### src/rtl/rtq_pkg.sv
package rtq_pkg;
  localparam int TIME_W = 16;
  typedef logic [TIME_W-1:0] rtq_time_t;

  // strictly earlier
  function automatic logic rtq_before(rtq_time_t a, rtq_time_t b);
    return a < b;
  endfunction

  // ready time reached at cycle now
  function automatic logic rtq_due(rtq_time_t ready_at, rtq_time_t now);
    return !(now < ready_at);
  endfunction
endpackage

### src/rtl/rtq_cycle_timer.sv
module rtq_cycle_timer
  import rtq_pkg::*;
(
  input  logic      clk,
  input  logic      rst_n,
  output rtq_time_t now
);
  always_ff @(posedge clk) begin
    if (!rst_n) now <= '0;
    else        now <= now + rtq_time_t'(1);
  end

  AST_TICK_STEP: assert property (@(posedge clk) disable iff (!rst_n)
    1'b1 |=> now == $past(now) + rtq_time_t'(1));
endmodule

### src/rtl/rtq_insert_locator.sv
module rtq_insert_locator
  import rtq_pkg::*;
#(
  parameter int DEPTH = 8,
  parameter int CNT_W = $clog2(DEPTH + 1)
) (
  input  logic             clk,
  input  logic             rst_n,
  input  logic             push,
  input  rtq_time_t        pp_time [DEPTH],
  input  logic [CNT_W-1:0] pp_cnt,
  input  rtq_time_t        new_time,
  output logic [CNT_W-1:0] ins_idx
);
  rtq_time_t last_time;
  logic      append_tail;

  always_comb begin
    ins_idx   = '0;
    last_time = '0;
    for (int i = 0; i < DEPTH; i++) begin
      if (CNT_W'(i) < pp_cnt && !rtq_before(new_time, pp_time[i]))
        ins_idx = ins_idx + CNT_W'(1);
      if (CNT_W'(i + 1) == pp_cnt)
        last_time = pp_time[i];
    end
  end

  assign append_tail = (ins_idx == pp_cnt);

  AST_TAIL_FAST: assert property (@(posedge clk) disable iff (!rst_n)
    (push && append_tail && pp_cnt != '0) |-> !rtq_before(new_time, last_time));
endmodule

### src/rtl/rtq_slot_store.sv
module rtq_slot_store
  import rtq_pkg::*;
#(
  parameter int DEPTH = 8,
  parameter int TAG_W = 8,
  parameter int CNT_W = $clog2(DEPTH + 1)
) (
  input  logic             clk,
  input  logic             rst_n,
  input  logic             pop,
  input  logic             push,
  input  logic [CNT_W-1:0] ins_idx,
  input  logic [TAG_W-1:0] new_tag,
  input  rtq_time_t        new_time,
  output logic [TAG_W-1:0] head_tag,
  output rtq_time_t        head_time,
  output logic [CNT_W-1:0] cnt,
  output rtq_time_t        pp_time [DEPTH],
  output logic [CNT_W-1:0] pp_cnt
);
  logic [TAG_W-1:0] tag_q  [DEPTH];
  rtq_time_t        time_q [DEPTH];
  logic [TAG_W-1:0] pp_tag [DEPTH];
  logic [TAG_W-1:0] tag_d  [DEPTH];
  rtq_time_t        time_d [DEPTH];
  logic [CNT_W-1:0] cnt_q;

  assign pp_cnt    = cnt_q - CNT_W'(pop);
  assign cnt       = cnt_q;
  assign head_tag  = tag_q[0];
  assign head_time = time_q[0];

  for (genvar i = 0; i < DEPTH; i++) begin : g_slot
    // view after an optional pop
    if (i < DEPTH - 1) begin : g_shift
      assign pp_tag[i]  = pop ? tag_q[i+1]  : tag_q[i];
      assign pp_time[i] = pop ? time_q[i+1] : time_q[i];
    end else begin : g_last
      assign pp_tag[i]  = pop ? '0 : tag_q[i];
      assign pp_time[i] = pop ? '0 : time_q[i];
    end
    // insertion into the popped view
    if (i == 0) begin : g_first
      always_comb begin
        tag_d[i]  = pp_tag[i];
        time_d[i] = pp_time[i];
        if (push && ins_idx == '0) begin
          tag_d[i]  = new_tag;
          time_d[i] = new_time;
        end
      end
    end else begin : g_rest
      always_comb begin
        tag_d[i]  = pp_tag[i];
        time_d[i] = pp_time[i];
        if (push && ins_idx == CNT_W'(i)) begin
          tag_d[i]  = new_tag;
          time_d[i] = new_time;
        end else if (push && ins_idx < CNT_W'(i)) begin
          tag_d[i]  = pp_tag[i-1];
          time_d[i] = pp_time[i-1];
        end
      end
    end
  end

  always_ff @(posedge clk) begin
    if (!rst_n) begin
      cnt_q <= '0;
      for (int i = 0; i < DEPTH; i++) begin
        tag_q[i]  <= '0;
        time_q[i] <= '0;
      end
    end else begin
      cnt_q <= pp_cnt + CNT_W'(push);
      for (int i = 0; i < DEPTH; i++) begin
        tag_q[i]  <= tag_d[i];
        time_q[i] <= time_d[i];
      end
    end
  end

  for (genvar i = 0; i < DEPTH - 1; i++) begin : g_chk
    AST_SORTED: assert property (@(posedge clk) disable iff (!rst_n)
      (CNT_W'(i + 1) < cnt_q) |-> !rtq_before(time_q[i+1], time_q[i]));
  end

  AST_POP_NONEMPTY: assert property (@(posedge clk) disable iff (!rst_n)
    pop |-> cnt_q != '0);
endmodule

### src/rtl/resp_time_queue.sv
module resp_time_queue
  import rtq_pkg::*;
#(
  parameter int DEPTH = 8,
  parameter int TAG_W = 8
) (
  input  logic              clk,
  input  logic              rst_n,
  input  logic              enq_valid,
  input  logic [TAG_W-1:0]  enq_tag,
  input  logic [TIME_W-1:0] enq_time,
  input  logic              enq_needs_resp,
  output logic              enq_late_err,
  output logic              enq_stall,
  output logic              send_arm,
  output logic              deq_valid,
  output logic [TAG_W-1:0]  deq_tag,
  input  logic              deq_ready,
  output logic              q_empty,
  output logic [TIME_W-1:0] now_cycle
);
  localparam int CNT_W = $clog2(DEPTH + 1);

  rtq_time_t        now;
  rtq_time_t        head_time;
  rtq_time_t        pp_time [DEPTH];
  logic [CNT_W-1:0] cnt_w, pp_cnt, ins_idx;
  logic [TAG_W-1:0] head_tag;
  // named events
  logic late_ev, want_ev, full_ev, push_ev, pop_ev;

  rtq_cycle_timer u_timer (.clk(clk), .rst_n(rst_n), .now(now));

  assign late_ev   = enq_valid && rtq_before(enq_time, now);
  assign want_ev   = enq_valid && enq_needs_resp && !late_ev;
  assign full_ev   = (cnt_w == CNT_W'(DEPTH));
  assign push_ev   = want_ev && !full_ev;
  assign deq_valid = (cnt_w != '0) && rtq_due(head_time, now);
  assign pop_ev    = deq_valid && deq_ready;

  rtq_insert_locator #(.DEPTH(DEPTH), .CNT_W(CNT_W)) u_loc (
    .clk(clk), .rst_n(rst_n), .push(push_ev), .pp_time(pp_time),
    .pp_cnt(pp_cnt), .new_time(enq_time), .ins_idx(ins_idx));

  rtq_slot_store #(.DEPTH(DEPTH), .TAG_W(TAG_W), .CNT_W(CNT_W)) u_store (
    .clk(clk), .rst_n(rst_n), .pop(pop_ev), .push(push_ev),
    .ins_idx(ins_idx), .new_tag(enq_tag), .new_time(enq_time),
    .head_tag(head_tag), .head_time(head_time), .cnt(cnt_w),
    .pp_time(pp_time), .pp_cnt(pp_cnt));

  assign enq_late_err = late_ev;
  assign enq_stall    = want_ev && full_ev;
  assign send_arm     = push_ev && (pp_cnt == '0);
  assign deq_tag      = head_tag;
  assign q_empty      = (cnt_w == '0);
  assign now_cycle    = now;

  AST_NO_OVERFLOW: assert property (@(posedge clk) disable iff (!rst_n)
    cnt_w <= CNT_W'(DEPTH));
  AST_STALL_HOLDS: assert property (@(posedge clk) disable iff (!rst_n)
    enq_stall |=> cnt_w <= $past(cnt_w));
  AST_LATE_REJECT: assert property (@(posedge clk) disable iff (!rst_n)
    enq_late_err |=> cnt_w <= $past(cnt_w));
  AST_DROP_NORESP: assert property (@(posedge clk) disable iff (!rst_n)
    (enq_valid && !enq_needs_resp) |=> cnt_w <= $past(cnt_w));
  AST_BOTH_HONOURED: assert property (@(posedge clk) disable iff (!rst_n)
    (push_ev && pop_ev) |=> cnt_w == $past(cnt_w));
  AST_ARM_NEW_HEAD: assert property (@(posedge clk) disable iff (!rst_n)
    send_arm |=> cnt_w == CNT_W'(1));
  AST_EMPTY_QUIET: assert property (@(posedge clk) disable iff (!rst_n)
    q_empty |-> !deq_valid);
endmodule

### config.mk
export PLATFORM = sky130hd
export DESIGN_NAME = resp_time_queue
export DESIGN_NICKNAME = d
export VERILOG_FILES = /design/src/rtl/rtq_pkg.sv /design/src/rtl/rtq_cycle_timer.sv /design/src/rtl/rtq_insert_locator.sv /design/src/rtl/rtq_slot_store.sv /design/src/rtl/resp_time_queue.sv
export SDC_FILE = /design/constraint.sdc
export NUM_CORES = 1
export LEC_CHECK = 0
export BUFFER_PORTS_ARGS = -buffer_cell sky130_fd_sc_hd__buf_2
export CAP_MARGIN = 20
export CORE_ASPECT_RATIO = 1.5
export CORE_UTILIZATION = 45
export DETAILED_ROUTE_END_ITERATION = 10
export GPL_ROUTABILITY_DRIVEN = 0
export HOLD_SLACK_MARGIN = 0.1
export PLACE_DENSITY = 0.64
export SYNTH_ARGS = -nofsm -noshare
export SYNTH_HDL_FRONTEND = slang
export SYNTH_SLANG_ARGS = --single-unit
### constraint.sdc
create_clock -name clk -period 10.75 [get_ports clk]
set_input_delay 0.5375 -clock clk [delete_from_list [all_inputs] [get_ports clk]]
set_output_delay 0.5375 -clock clk [all_outputs]
set_load 0.02 [all_outputs]
==> key figures, run 1 <==
Setup path
  – Worst Path Arrival: 10.42 ns
  – Critical path peak fanout: 64
  – Most used cell, CP: ha_1
  – CP Class: reg -> reg
  – CP max-delay cell: a2111oi_4
  – Worst path max stage delay: 0.51 ns
  – Critical Path Source Type: flop
  – R2R cell count: 38
  – CP Capture Type: flop
  – Critical path required time: 11.14 ns

Timing
  – Normalized max-slew margin: 32.51%
  – Final setup violation count: 0
  – Final Cycle Share: 93.24%
  – Sum of negative setup slack: 0 ns
  – Max frequency: 99.77 MHz
  – Slew @ Worst Pin: 1.012 ns
  – Hold Fails Final Rpt: 0
  – Pins Over Slew Limit: 0
  – Post-route minimum period: 10.02 ns
  – RSZ-0062 raised after global routing: no
  – Clk_skew: 0.02085 ns

Route
  – Routed WL per cell: 21.38 um
  – WL final: 48100 um
  – WL met3: 1811 um
  – Met2 WL: 24360 um
  – Top Layer Used: met4
  – Post-DR vias/cell: 6.276
  – Drt drc: 7
  – Routed met1 length: 18600 um
  – Initial DRC count: 866
  – Via count: 14120
  – Post-route ant nets: 0
  – DR pass1 iterations: 8

Floorplan
  – Die Width: 152.4 um
  – Placeable Area: 33450 um2
  – Initial core utilization: 45.65%
  – Die area: 34690 um2
  – Row cnt: 82
  – Die Ht: 227.6 um
  – Boundary pin count: 58

Synth
  – Netlist cell types: 90
  – Mapped Area: 15270 um2
  – Async set-reset flop share out of synthesis: 0%
  – Top cell type's share of synthesized area: 27.80%
  – Syn nets: 2027
  – Cell taking the most area after synthesis: dfxtp_1
  – Register area share after synthesis: 27.80%
  – Seq cells post-synth: 212
  – Top post-synthesis cells by area: dfxtp_1 28%, ha_1 13%, mux2i_1 11%
  – Syn avg cell area: 8.316 um2
  – EDFF count, synth: 0
  – Most used DFF post-synth: dfxtp_1
  – Cells after Synth: 1836
  – Synth warn: 0

CTS
  – Clock root buffer master: clkbuf_16
  – Max clock buf depth: 3
  – Post-CTS Hold Buffers: 0
  – Clk sinks: 212
  – H-tree depth: 1
  – Clock slew at reported path FFs: 0.07 ns
  – Clock Latency Late Sink: 0.54 ns
  – TritonCTS buffer count: 23
  – CTS tree: yes

GRT
  – Largest net degree at the start of global routing: 125
  – Initial antenna violation count: 0
  – Vias in the first global route: 14230
  – Grt ovf: 0
  – All-Layer GR Usage: 27.44%
  – Global-route wire length before repair: 75840 um

Finish
  – Fin area: 16530 um2
  – Fillers: 3218
  – Layout cell share with drive strength beyond 1: 9.344%
  – Final Core Density: 49.41%
  – Layout Area Growth over Synthesis: 8.244%
  – Final net count: 2009
  – Diodes inserted: 0

Placement
  – DP HPWL: 34860 um
  – Placed Area: 15670 um2
  – Input/output buffers: 57

Power
  – Lkg Pwr: 0.006259 uW
  – Peak VDD IR: 123.8 uV
  – Pwr dens: 217.7 nW/um2

Run status
  – Failing checks: design-rule violations
  – Status: complete, but fails checks

Worst hold path
  – Min-Delay Path Class: in -> reg
  – Hold path cells: 3

Flow run
  – Maxcap violations: 0
-- stage by stage --
step                      setup WS, ns  power [uW]  hold slack [ns]  instances
after floorplan                  1.197        2352           0.4374       1836
after global placement          0.7613        2725           0.4576       2205
after detailed placement        0.4472        2766           0.4671       2205
after CTS                       0.4004        3569           0.3193       2242
after global routing           0.01928        3829           0.3382       2250
final                           0.7270        3599           0.3366       2250
-- metal layers --
| metal | up-vias | track usage (%) |
|---|---|---|
| li1 | 6729 | - |
| met1 | 6803 | 28.84 |
| met2 | 416 | 51.57 |
| met3 | 174 | 2.551 |
| met4 | 0 | 19.55 |
| met5 | - | 0 |
-- registers in the layout, indices dropped and copies added, names as in the netlist --
register	flops
u_store.cnt	4
u_store.tag_q	64
u_timer.now	16
u_store.time_q	128
-- logic make-up (layout without fill, tap and decap cells) --
family,count (synthesis),count (layout),synth area share [%]
and+or+nand+nor,543,543,16.28
AOI/OAI and AO/OA,522,522,23.44
DFF,212,212,27.80
buffers and inverters,191,185,5.605
muxes,166,166,10.92
adders and majority gates,162,162,13.28
xor gates and xnor gates,40,40,2.680
-- cells in the final DEF, fill, tap and decap left out, types with 47 or more instances in the layout --
master   netlist  final
dfxtp_1      212    212
nand2_1      209    208
mux2i_1      164    164
ha_1         162    162
a21oi_1      149    148
nor2_1       148    147
buf_2         26     57
inv_1         56     55
o21ai_0       49     49
o21a_1        47     47
-- cell usage after synthesis (6+ instances only) --
cell type / n
o22ai_1: 46
clkbuf_1: 67
buf_2: 26
nor3_1: 25
xor2_1: 6
o31ai_1: 8
a2111oi_0: 13
o21ai_1: 6
nand4_1: 24
buf_4: 12
or3_1: 18
inv_1: 56
mux2i_1: 164
a22oi_1: 13
buf_1: 19
nor2b_1: 8
a31oi_1: 17
o211ai_1: 17
xnor2_1: 29
nand2_1: 209
a21oi_1: 149
and2_1: 9
o221ai_1: 8
o21a_1: 47
and3_1: 12
nand2b_1: 23
a2111oi_1: 12
buf_6: 8
a311oi_1: 10
ha_1: 162
a21o_1: 19
dfxtp_1: 212
a211oi_1: 25
a2bb2oi_1: 6
o21ai_0: 49
nor2_1: 148
nand3_1: 38
a221oi_1: 24
-- worst max-delay path, delay by kind of cell, from the launching register on --
| family | cells | cell delay (ns) |
|---|---|---|
| fa+ha+maj | 8 | 2.50 |
| flops | 1 | 0.35 |
| xor+xnor | 1 | 0.44 |
| compound gates | 10 | 2.55 |
| mux | 3 | 0.66 |
| buf+inv | 7 | 1.32 |
| simple gates | 9 | 1.92 |
-- final timing paths --
path	slack [ns]	end	from
worst max-delay path	0.73	u_store.time_q[1][15]$_SDFF_PN0_	u_timer.now[14]$_SDFF_PN0_
worst min-delay path	0.34	u_store.tag_q[0][8]$_SDFF_PN0_	enq_tag[0]
worst max register to register	0.73	u_store.time_q[1][15]$_SDFF_PN0_	u_timer.now[14]$_SDFF_PN0_
worst min register to register	0.48	u_store.tag_q[0][16]$_SDFF_PN0_	u_store.tag_q[0][16]$_SDFF_PN0_
-- final cells by class --
class | instances | area, um2 | area share [%]
Multi-Input combinational cell | 1433 | 10240 | 61.94
Tap cell | 420 | 525.5 | 3.180
Sequential cell | 212 | 4244 | 25.68
Inverter | 58 | 230.2 | 1.393
Clock buffer | 33 | 673.1 | 4.073
Clock inverter | 4 | 51.30 | 0.3104
Timing Repair Buffer | 90 | 565.5 | 3.422
-- where the power goes --
group / internal (uW) / switching, uW
clock: 455 / 340
sequential: 930 / 111
combinational: 680 / 1080
total: 2070 / 1530
-- what timing repair did --
action | in CTS | in global routing
endpoints found under the hold margin | 0 | 0
endpoints found under the setup margin | 0 | 178
resized for setup | 0 | 16
setup buffers | 0 | 8
Power figures use the tool's default switching activity.
==> inputs of run 2 (changes only) <==
- ABC_AREA: unset -> 1
==> key figures, run 2 <==
Power
  – Comb pwr share: 46.3%
  – Lkg Pwr: 0.009552 uW
  – Net Sw Frac: 42.93%
  – Seq pwr share: 30.5%
  – Clock Power Share: 23.2%
  – Pwr dens: 188.8 nW/um2
  – Internal power: 1889 uW
  – Total chip power: 3310 uW
  – Sw Pwr: 1421 uW
  – Peak VDD IR: 132.5 uV

GRT
  – Initial antenna violation count: 0
  – Vias in the first global route: 15150
  – All-Layer GR Usage: 24.79%
  – Largest net degree at the start of global routing: 123
  – Global-route wire length before repair: 75350 um
  – Grt ovf: 0

Setup path
  – RR Endpoint: u_store.time_q[5][0]$_SDFF_PN0_
  – Reg-to-Reg Start: u_timer.now[14]$_SDFF_PN0_
  – Critical path required time: 11.17 ns
  – CP Class: reg -> reg
  – Worst Path Arrival: 10.00 ns
  – Buf/Inv on CP: 12
  – R2R Setup Slk: 1.17 ns
  – Most used cell, CP: nand2_1
  – CP max-delay cell: inv_2
  – Worst path max stage delay: 0.73 ns
  – Critical path peak fanout: 45
  – Critical Path Source Type: flop
  – Worst path top cell family by delay: simple AND/OR/NAND/NOR gates
  – CP Capture Type: flop
  – R2R cell count: 51

Finish
  – Final std cells w/o fill: 3056
  – Multi-input logic area: 10020 um2
  – Fillers: 3812
  – Max reg flops: 128
  – Layout cell share with drive strength beyond 1: 8.495%
  – Layout Area Growth over Synthesis: 6.524%
  – Register area: 4244 um2
  – Most common cell after layout, fill and taps aside: nand2_1
  – Reg with most FFs: u_store.time_q
  – Most frequent cells in the layout: 621 x nand2_1, 405 x inv_1, 250 x o21ai_0
  – Top flop regs: u_store.time_q: 128 flops, u_store.tag_q: 64 flops, u_timer.now: 16 flops
  – Diodes inserted: 0
  – Final net count: 2756

Floorplan
  – Row cnt: 85
  – Initial core utilization: 45.78%
  – Die Width: 158.1 um
  – Die area: 37350 um2
  – Boundary pin count: 58
  – Die Ht: 236.2 um
  – Placeable Area: 35950 um2

CTS
  – Post-cts resize count: 0
  – Clock Latency Late Sink: 0.54 ns
  – Clock slew at reported path FFs: 0.06 ns
  – Clock root buffer master: clkbuf_16
  – CTS tree: yes
  – Post-CTS Hold Buffers: 0
  – Setup bufs post-CTS: 0
  – TritonCTS buffer count: 23
  – H-tree depth: 1
  – Clk sinks: 212
  – Max clock buf depth: 3

Worst hold path
  – Critical hold path startpoint: enq_tag[7]
  – Min-Delay Path Class: in -> reg
  – Hold path cells: 3
  – Hold path endpoint: u_store.tag_q[0][55]$_SDFF_PN0_

Route
  – Post-route ant nets: 0
  – WL final: 46010 um
  – Via count: 16020
  – Post-DR vias/cell: 5.242
  – DR pass1 iterations: 5
  – Routed WL per cell: 15.06 um
  – Drt drc: 0
  – Initial DRC count: 987

Timing
  – Pins Over Slew Limit: 0
  – Final setup margin: 1.172 ns
  – Normalized max-slew margin: 32.49%
  – Hold Fails Final Rpt: 0
  – Final Cycle Share: 89.10%
  – Max frequency: 104.4 MHz
  – Slew @ Worst Pin: 1.010 ns
  – Clk_skew: 0.02400 ns
  – Final setup violation count: 0
  – Post-route minimum period: 9.578 ns
  – Sum of negative setup slack: 0 ns
  – RSZ-0062 raised after global routing: no

Synth
  – Syn nets: 2796
  – Post-synth top cells: 621 x nand2_1, 406 x inv_1, 250 x o21ai_0
  – Netlist cell types: 49
  – Count leader, synth: nand2_1
  – Register area share after synthesis: 25.79%
  – Top cell type's share of synthesized area: 25.79%
  – Async set-reset flop share out of synthesis: 0%
  – Seq cells post-synth: 212
  – Mapped Area: 16460 um2
  – Most used DFF post-synth: dfxtp_1
  – Synth warn: 0
  – Top post-synthesis cells by area: dfxtp_1 26%, nand2_1 14%, ha_1 12%
  – Syn avg cell area: 6.317 um2
  – Cell taking the most area after synthesis: dfxtp_1
  – EDFF count, synth: 0
  – Cells after Synth: 2605

Run status
  – Status: finished, final reports clean

Placement
  – Placed cells: 3018
  – Dpl ws: 1.164 ns
  – Input/output buffers: 57
  – DP HPWL: 33070 um

Flow run
  – Maxcap violations: 0
run 2: kinds of logic (layout without fill, tap and decap cells):
family | Yosys count | count (layout) | synth area share [%]
flops | 212 | 212 | 25.79
mux | 27 | 27 | 1.642
xor+xnor | 3 | 3 | 0.2738
fa+ha+maj | 162 | 162 | 12.32
buf+inv | 557 | 530 | 13.34
compound gates | 502 | 502 | 16.45
simple gates | 1142 | 1142 | 30.19
run 2: power by group through the flow:
stage / Combinational (uW) / Sequential, uW / Clock [uW]
floorplan: 1200 / 1000 / 0
global route: 1750 / 1020 / 811
detailed placement: 1520 / 1030 / 0
CTS: 1530 / 1010 / 781
finish: 1530 / 1010 / 769
global placement: 1480 / 1020 / 0
run 2: metal layers:
metal  part of all wire (%)  up-vias  GRT usage [%]
li1                       -     8316              -
met1                     44     7261          30.99
met2                     50      373          44.63
met3                    4.2       69          1.966
met4                    2.2        0          6.906
met5                      0        -              0
run 2: how the worst max path moves through the flow:
stage / slack [ns] / startpoint / to / cells past startpoint
final: 1.17 / u_timer.now[14]$_SDFF_PN0_ / u_store.time_q[5][0]$_SDFF_PN0_ / 51
after global routing: 0.23 / u_store.time_q[0][15]$_SDFF_PN0_ / u_store.tag_q[0][46]$_SDFF_PN0_ / 52
after CTS: 1.11 / u_timer.now[14]$_SDFF_PN0_ / u_store.time_q[5][0]$_SDFF_PN0_ / 51
after detailed placement: 1.16 / u_timer.now[14]$_SDFF_PN0_ / u_store.time_q[2][12]$_SDFF_PN0_ / 49
after global placement: 1.42 / u_store.time_q[0][3]$_SDFF_PN0_ / u_store.time_q[2][1]$_SDFF_PN0_ / 52
after floorplan: 2.92 / u_timer.now[11]$_SDFF_PN0_ / u_store.time_q[5][3]$_SDFF_PN0_ / 50
run 2: layout make-up:
class	count	area share, %
Clock buffer	34	3.804
Multi-Input combinational cell	1836	57.14
Sequential cell	212	24.21
Inverter	422	9.044
Tap cell	478	3.412
Clock inverter	4	0.1142
Timing Repair Buffer	70	2.270
run 2: worst reg2reg max path, delay by kind of cell, from the launching register on:
family                   cells  cell delay, ns
AO/OA/AOI/OAI                6            0.87
XOR/XNOR                     1            0.30
adder cells (fa/ha/maj)      8            2.16
buffers and inverters       12            2.16
flip-flops                   1            0.35
AND/OR/NAND/NOR             24            3.58
run 2: per-stage QoR:
| stage | util, % | hold slack (ns) | cell area (um2) |
|---|---|---|---|
| CTS | 48.76 | 0.3572 | 17530 |
| floorplan | - | 0.5292 | 16460 |
| global route | 48.76 | 0.3749 | 17530 |
| global placement | 46.85 | 0.4746 | 16840 |
| detailed placement | 46.85 | 0.4863 | 16840 |
| finish | 48.76 | 0.3762 | 17530 |
